--- config.mk ---
export PLATFORM = sky130hd
export DESIGN_NAME = dma_ctl_regs
export DESIGN_NICKNAME = d
export VERILOG_FILES = /design/src/rtl/dma_ctl_regs.sv
export SDC_FILE = /design/constraint.sdc
export NUM_CORES = 1
export LEC_CHECK = 0
export BUFFER_PORTS_ARGS = -buffer_cell sky130_fd_sc_hd__buf_2
export CORE_AREA = 2 2 63 124
export CTS_BUF_LIST = sky130_fd_sc_hd__clkbuf_4 sky130_fd_sc_hd__clkbuf_8
export CTS_CLUSTER_DIAMETER = 80
export CTS_CLUSTER_SIZE = 20
export DETAILED_ROUTE_END_ITERATION = 10
export DIE_AREA = 0 0 65 126
export GPL_TIMING_DRIVEN = 0
export SLEW_MARGIN = 20
export SYNTH_ARGS = -nofsm -noshare
export SYNTH_HDL_FRONTEND = slang
export SYNTH_SLANG_ARGS = --single-unit
--- constraint.sdc ---
create_clock -name clk -period 2.7 [get_ports clk]
set_input_delay 0.405 -clock clk [delete_from_list [all_inputs] [get_ports clk]]
set_output_delay 0.405 -clock clk [all_outputs]
set_load 0.03 [all_outputs]
--- src/rtl/dma_ctl_regs.sv ---
module dma_ctl_regs #(
  parameter int ADDR_W = 8
) (
  input  logic              clk,
  input  logic              rst_n,
  input  logic              acc_en,
  input  logic              acc_wr,
  input  logic [ADDR_W-1:0] acc_addr,
  input  logic [2:0]        acc_size,
  input  logic [31:0]       acc_wdata,
  output logic [31:0]       acc_rdata,
  output logic [31:0]       cmd_ptr,
  output logic              start_pulse,
  output logic              abort_pulse,
  output logic              pause_pulse,
  output logic              resume_pulse
);
  localparam logic [ADDR_W-1:0] OFF_CTL  = ADDR_W'(4'h0);
  localparam logic [ADDR_W-1:0] OFF_STAT = ADDR_W'(4'h4);
  localparam logic [ADDR_W-1:0] OFF_PTR  = ADDR_W'(4'hC);
  localparam int B_ACT = 10, B_DEAD = 11, B_WAKE = 12, B_FLSH = 13, B_PAUS = 14, B_RUN = 15;
  localparam logic [15:0] SW_MASK = 16'hF0FF;

  function automatic logic [31:0] bswap(input logic [31:0] x);
    return {x[7:0], x[15:8], x[23:16], x[31:24]};
  endfunction

  logic [15:0] stat_q, nxt;
  logic        do_start, do_abort, do_pause, do_resume;

  wire         full_acc = acc_en && (acc_size == 3'd4);
  wire         wr_ok    = full_acc && acc_wr;
  wire         ctl_wr   = wr_ok && (acc_addr == OFF_CTL);
  wire         ptr_wr   = wr_ok && (acc_addr == OFF_PTR) && !stat_q[B_RUN] && !stat_q[B_ACT];
  wire [31:0]  wv       = bswap(acc_wdata);
  wire [15:0]  sel      = wv[31:16];

  always_comb begin
    nxt       = (wv[15:0] & sel & SW_MASK) | (stat_q & ~sel);
    do_start  = 1'b0;
    do_abort  = 1'b0;
    do_pause  = 1'b0;
    do_resume = 1'b0;
    if (nxt[B_RUN] != stat_q[B_RUN]) begin
      if (nxt[B_RUN]) begin
        nxt[B_ACT] = 1'b1;
        do_start   = !nxt[B_PAUS];
      end else begin
        nxt[B_ACT]  = 1'b0;
        nxt[B_DEAD] = 1'b0;
        do_abort    = 1'b1;
      end
    end else if (nxt[B_WAKE] != stat_q[B_WAKE]) begin
      nxt[B_ACT] = 1'b1;
      do_resume  = !nxt[B_PAUS];
    end else if (nxt[B_PAUS] && !stat_q[B_PAUS]) begin
      nxt[B_ACT] = 1'b0;
      do_pause   = 1'b1;
    end
    nxt[B_FLSH] = 1'b0;
  end

  always_ff @(posedge clk) begin
    if (!rst_n) begin
      stat_q       <= '0;
      cmd_ptr      <= '0;
      start_pulse  <= 1'b0;
      abort_pulse  <= 1'b0;
      pause_pulse  <= 1'b0;
      resume_pulse <= 1'b0;
    end else begin
      if (ctl_wr) stat_q <= nxt;
      if (ptr_wr) cmd_ptr <= acc_wdata;
      start_pulse  <= ctl_wr && do_start;
      abort_pulse  <= ctl_wr && do_abort;
      pause_pulse  <= ctl_wr && do_pause;
      resume_pulse <= ctl_wr && do_resume;
    end
  end

  assign acc_rdata = (full_acc && !acc_wr && acc_addr == OFF_STAT) ? bswap({16'h0, stat_q}) : 32'h0;
endmodule


# Word-level counts from Yosys, hierarchy flattened
# Cells that the tools add are included.
[op_classes] n_eq_ne=5 n_mux=16 bitwise_logic=4 n_reduce_logical=19
[op_table] cell="$and A16 B16 Y16" count=2
[op_table] cell="$mux W32" count=1
[op_table] cell="$not A16 Y16" count=1
[op_table] cell="$or A16 B16 Y16" count=1
[op_table] cell="$mux W1" count=15
[op_table] cell="$logic_and A1 B1 Y1" count=13
[op_table] cell="$eq A8 B3 Y1 const B" count=1
[op_table] cell="$eq A8 B4 Y1 const B" count=1
[op_table] cell="$logic_not A8 Y1" count=1
[op_table] cell="$logic_not A1 Y1" count=5
[op_table] cell="$eq A3 B3 Y1 const B" count=1
[op_table] cell="$ne A1 B1 Y1" count=2
[word_totals] regBits=51 inputBits=47 output_inout_bits=68 wordCells=50

# Depth between registers and ports, before layout
[depth] depth_word=8 depth_mapped=6 mapped_depth_nobuf=6

# Least setup slack after synthesis
# OpenSTA, ideal clock, no wires.
[synth_timing] path_type="input to output" start="in acc_addr[4]" end="out acc_rdata[16]" t_arrival_ns=1.855 required_time_ns=2.295 setup_slack_ns=0.440 stages=5 path_buffers=1 path_cell_list="or4b_4 -> nor3_1 -> and3_1 -> clkbuf_1 -> and2_1"
[synth_between] elab_chain_cells=3
[synth_lines] item="from (decl)" line="8" source="input logic [ADDR_W-1:0] acc_addr,"
[synth_lines] item="$eq A8 B3 Y1" line="81" source="assign acc_rdata = (full_acc && !acc_wr && acc_addr == OFF_STAT) ? bswap({16'h0, stat_q}) : 32'h0;"
[synth_lines] item="$logic_and A1 B1 Y1" line="81"
[synth_lines] item="$mux W32" line="81"
[synth_lines] item="to (decl)" line="11" source="output logic [31:0] acc_rdata,"
# Every way passes these cells.

# Worst setup path after layout
[layout_timing] start="in acc_addr[4]" end="out acc_rdata[26]"
# Same word-level chain as after synthesis.

==> flow_metrics.env <==
export IMPL_antenna_violating_nets_post_route=0
export IMPL_core_region_area_sq_um=7212
export IMPL_timing_max_cap_violations=0
export IMPL_critical_path_max_stage_delay_ps=590
export IMPL_critPathArrivalTime_ps=2120
export IMPL_min_period_over_period_pct=93.68
export IMPL_num_cts_buffers=5
export IMPL_cts_htree_levels=2
export IMPL_timing_critical_path_required_ps=2300
export IMPL_floorplan_die_area_sq_um=8190
export IMPL_grt_antenna_before_repair=0
export IMPL_power_total_mw=1.349
export IMPL_cellPowerDensity_nw_per_um2=420.3
export IMPL_dpl_hpwl_um=5349
export IMPL_endpoint_kind="output port"
export IMPL_detailroute_wirelength_met2_um=3747
export IMPL_syn_mean_instance_area_sq_um=8.968
export IMPL_drt_pass1_iter_count=4
export IMPL_final_net_count=442
export IMPL_die_x_um=65
export IMPL_layout_min_cycle_time_ps=2529
export IMPL_layout_drive_gt1_share_pct=51.39
export IMPL_drt_first_iter_violations=91
export IMPL_grt_start_max_net_pins=16
export IMPL_cts_hold_fix_buffers=0
export IMPL_worst_r2r_startpoint="stat_q[15]"
export IMPL_vdd_ir_drop_max_v=0.0002662
export IMPL_die_h_um=126
export IMPL_timing_worst_slew_pin_value_ps=740.4
export IMPL_max_freq_ghz=0.3954
export IMPL_met3_length_um=352
export IMPL_via_count=2186
export IMPL_cts_max_path_bufs=2
export IMPL_final_util_pct=44.52
export IMPL_placed_cells_incl_taps=479
export IMPL_critical_path_peak_fanout=10
export IMPL_tritoncts_clock_tree="yes"
export IMPL_port_buffers=97
export IMPL_finalHoldWorstSlack_ps=280.9
export IMPL_timing_reg2reg_setup_slack_ps=700
export IMPL_placed_area_sq_um=3118
export IMPL_ys_ff_latch=51
export IMPL_critical_path_most_common_cell="sky130_fd_sc_hd__buf_2"
export IMPL_worst_setup_skew_after_layout_ps=2.736
export IMPL_finish_cell_count_without_fillers=487
export IMPL_path_clk_slew_ps=90
export IMPL_placementRows=44
export IMPL_timing_final_max_slew_violations=0
export IMPL_clock_sink_total=51
export IMPL_clock_latency_ps=310
export IMPL_grt_setup_unrepaired="no"
export IMPL_timing_setup_critical_path_class="input pin to output port"
export IMPL_drcViolationCount=0
export IMPL_path_cells="buf_2 -> or4b_4 -> nor3_1 -> and3_1 -> clkbuf_4 -> and2_1 -> buf_2"
export IMPL_area_delta_synth_final_pct=30.65
export IMPL_grt_total_usage_pct=17.14
export IMPL_synth_warning_count=0
export IMPL_beginning_of_the_critical_path="acc_addr[4]"
export IMPL_setup_violations=0
export IMPL_rr_worst_depth=6
export IMPL_initial_utilization_pct=34.07
export IMPL_routed_top_layer="met4"
export IMPL_route_detailed_wl_per_inst_um=13.86
export IMPL_pin_count=115
export IMPL_clock_root_buffer="sky130_fd_sc_hd__clkbuf_8"
export IMPL_stdcell_area_sq_um=3211
export IMPL_post_detailed_route_via_to_cell_ratio=4.489
export IMPL_drt_met1_wl_um=2479
export IMPL_crit_path_end="acc_rdata[26]"
export IMPL_wl_um=6750
export IMPL_reg2reg_to="cmd_ptr[0]"
export IMPL_hold_viol=0
export IMPL_worstSetupStartpointType="input pin"
export IMPL_critical_path_slowest_cell="sky130_fd_sc_hd__or4b_4"
export IMPL_cellLeakagePower_nw=1.453
export IMPL_run_status="finished clean"
export IMPL_post_cts_setup_buffer_count=0
export IMPL_post_syn_area_sq_um=2457
export IMPL_timing_max_slew_rel_slack_pct=50.64
export IMPL_synth_seq_area_share_pct=41.55
export IMPL_syn_inst=274
export IMPL_final_weighted_congestion_of_routability_driven_global_placement=0.7713
export IMPL_whs_path_depth=2
export IMPL_wire_length_of_the_first_global_routing_pass_um=10730
export IMPL_netlist_cell_type_count=34
export IMPL_vias_in_the_first_global_route=2139
export IMPL_globalRouteOverflowTotal=0
export IMPL_worst_hold_path_type="input pin to flop"
export IMPL_num_antenna_cells=0
==> critical path, delay by kind of cell <==
family	cells	cell delay, ps
buffers and inverters	3	540
and+or+nand+nor	4	1170
==> synth_stat cells <==
| master | count | area, sq um |
|---|---|---|
| sky130_fd_sc_hd__a21o_1 | 1 | 7.510 |
| sky130_fd_sc_hd__o2111ai_1 | 1 | 8.760 |
| sky130_fd_sc_hd__a21oi_1 | 15 | 75.07 |
| sky130_fd_sc_hd__nand2_2 | 30 | 187.7 |
| sky130_fd_sc_hd__conb_1 | 1 | 3.750 |
| sky130_fd_sc_hd__inv_1 | 11 | 41.29 |
| sky130_fd_sc_hd__buf_12 | 3 | 60.06 |
| sky130_fd_sc_hd__buf_2 | 3 | 15.01 |
| sky130_fd_sc_hd__or2_2 | 1 | 6.260 |
| sky130_fd_sc_hd__nand4_1 | 1 | 6.260 |
| sky130_fd_sc_hd__dfxtp_1 | 51 | 1021 |
| sky130_fd_sc_hd__or3b_2 | 2 | 17.52 |
| sky130_fd_sc_hd__and2_1 | 17 | 106.4 |
| sky130_fd_sc_hd__buf_4 | 18 | 135.1 |
| sky130_fd_sc_hd__nand3_1 | 10 | 50.05 |
| sky130_fd_sc_hd__clkbuf_1 | 5 | 18.77 |
| sky130_fd_sc_hd__a21oi_2 | 30 | 262.8 |
| sky130_fd_sc_hd__buf_6 | 2 | 22.52 |
| sky130_fd_sc_hd__inv_2 | 1 | 3.750 |
| sky130_fd_sc_hd__nor4_4 | 2 | 42.54 |
| sky130_fd_sc_hd__or4_4 | 2 | 22.52 |
| sky130_fd_sc_hd__xor2_1 | 1 | 8.760 |
| sky130_fd_sc_hd__a211oi_1 | 1 | 7.510 |
| sky130_fd_sc_hd__mux2i_1 | 1 | 10.01 |
| sky130_fd_sc_hd__nor3_1 | 4 | 20.02 |
| sky130_fd_sc_hd__or4bb_4 | 1 | 15.01 |
| sky130_fd_sc_hd__o21ai_0 | 11 | 55.05 |
| sky130_fd_sc_hd__and3_1 | 3 | 18.77 |
| sky130_fd_sc_hd__nor2_1 | 2 | 7.510 |
| sky130_fd_sc_hd__a211o_1 | 1 | 8.760 |
| sky130_fd_sc_hd__nand2_1 | 38 | 142.6 |
| sky130_fd_sc_hd__or4b_4 | 2 | 27.53 |
| sky130_fd_sc_hd__a221oi_1 | 1 | 8.760 |
| sky130_fd_sc_hd__ha_1 | 1 | 12.51 |
==> report_power, final <==
part	switching, mW	internal (mW)	total (mW)
Sequential	0.0000396	0.752	0.752
Combinational	0.0865	0.0519	0.138
Clock	0.267	0.192	0.459
Total	0.354	0.995	1.35
==> cells in the final DEF (no fill, tap or decap), drive strengths merged, types with 3 or more instances in the layout <==
cell / count
nand2: 68
and2: 17
inv: 12
nand3: 10
a21oi: 45
o21ai: 11
and3: 3
dfxtp: 51
conb: 17
clkbuf: 11
nor3: 4
buf: 123
==> per-stage QoR <==
stage | worst slack (ps) | TNS, ps
floorplan | 440.0 | 0
global placement | -79.32 | -578.8
detailed placement | -85.94 | -637.9
CTS | 97.15 | 0
global route | 17.82 | 0
finish | 170.6 | 0
==> metal layers <==
metal / global-route usage [%] / vias up
met2: 32.32 / 70
met4: 8.010 / 0
met1: 17.29 / 997
li1: - / 1108
met3: 3.393 / 11
met5: 0 / -
==> what timing repair did <==
| action | CTS | global route |
|---|---|---|
| setup endpoints to repair | 10 | 3 |
| endpoints found under the hold margin | 0 | 0 |
| pin swaps | 0 | 0 |
| gates resized for setup | 1 | 2 |
==> cells by family (layout without fill, tap and decap cells) <==
kind of cell               count (synthesis)  after routing  synth area share, %
DFF                                       51             51                41.55
buffers and inverters                     43            148                12.07
and+or+nand+nor                          115            115                27.29
AOI/OAI and AO/OA                         61             61                17.67
adders and majority gates                  1              1               0.5091
other                                      1             17               0.1526
muxes                                      1              1               0.4073
xor gates and xnor gates                   1              1               0.3565
==> cell type report <==
type,instances,area [sq um]
clock inverters,2,12.51
fillers,736,4001
multi-input cells,196,1200
clock buffers,6,76.32
flip-flops and latches,51,1021
well taps,92,115.1
inverters,12,45.04
plain buffers,31,255.2
repair buffers,97,485.5
==> worst min-delay path by stage <==
stage                     end  slack [ps]          from
finish              stat_q[8]         280  acc_wdata[0]
global route        stat_q[8]         260  acc_wdata[0]
CTS                 stat_q[8]         270  acc_wdata[0]
detailed placement  stat_q[8]         430     stat_q[8]
global placement    stat_q[9]         420     stat_q[9]
floorplan           stat_q[8]         410     stat_q[8]
Power figures use the tool's default switching activity.
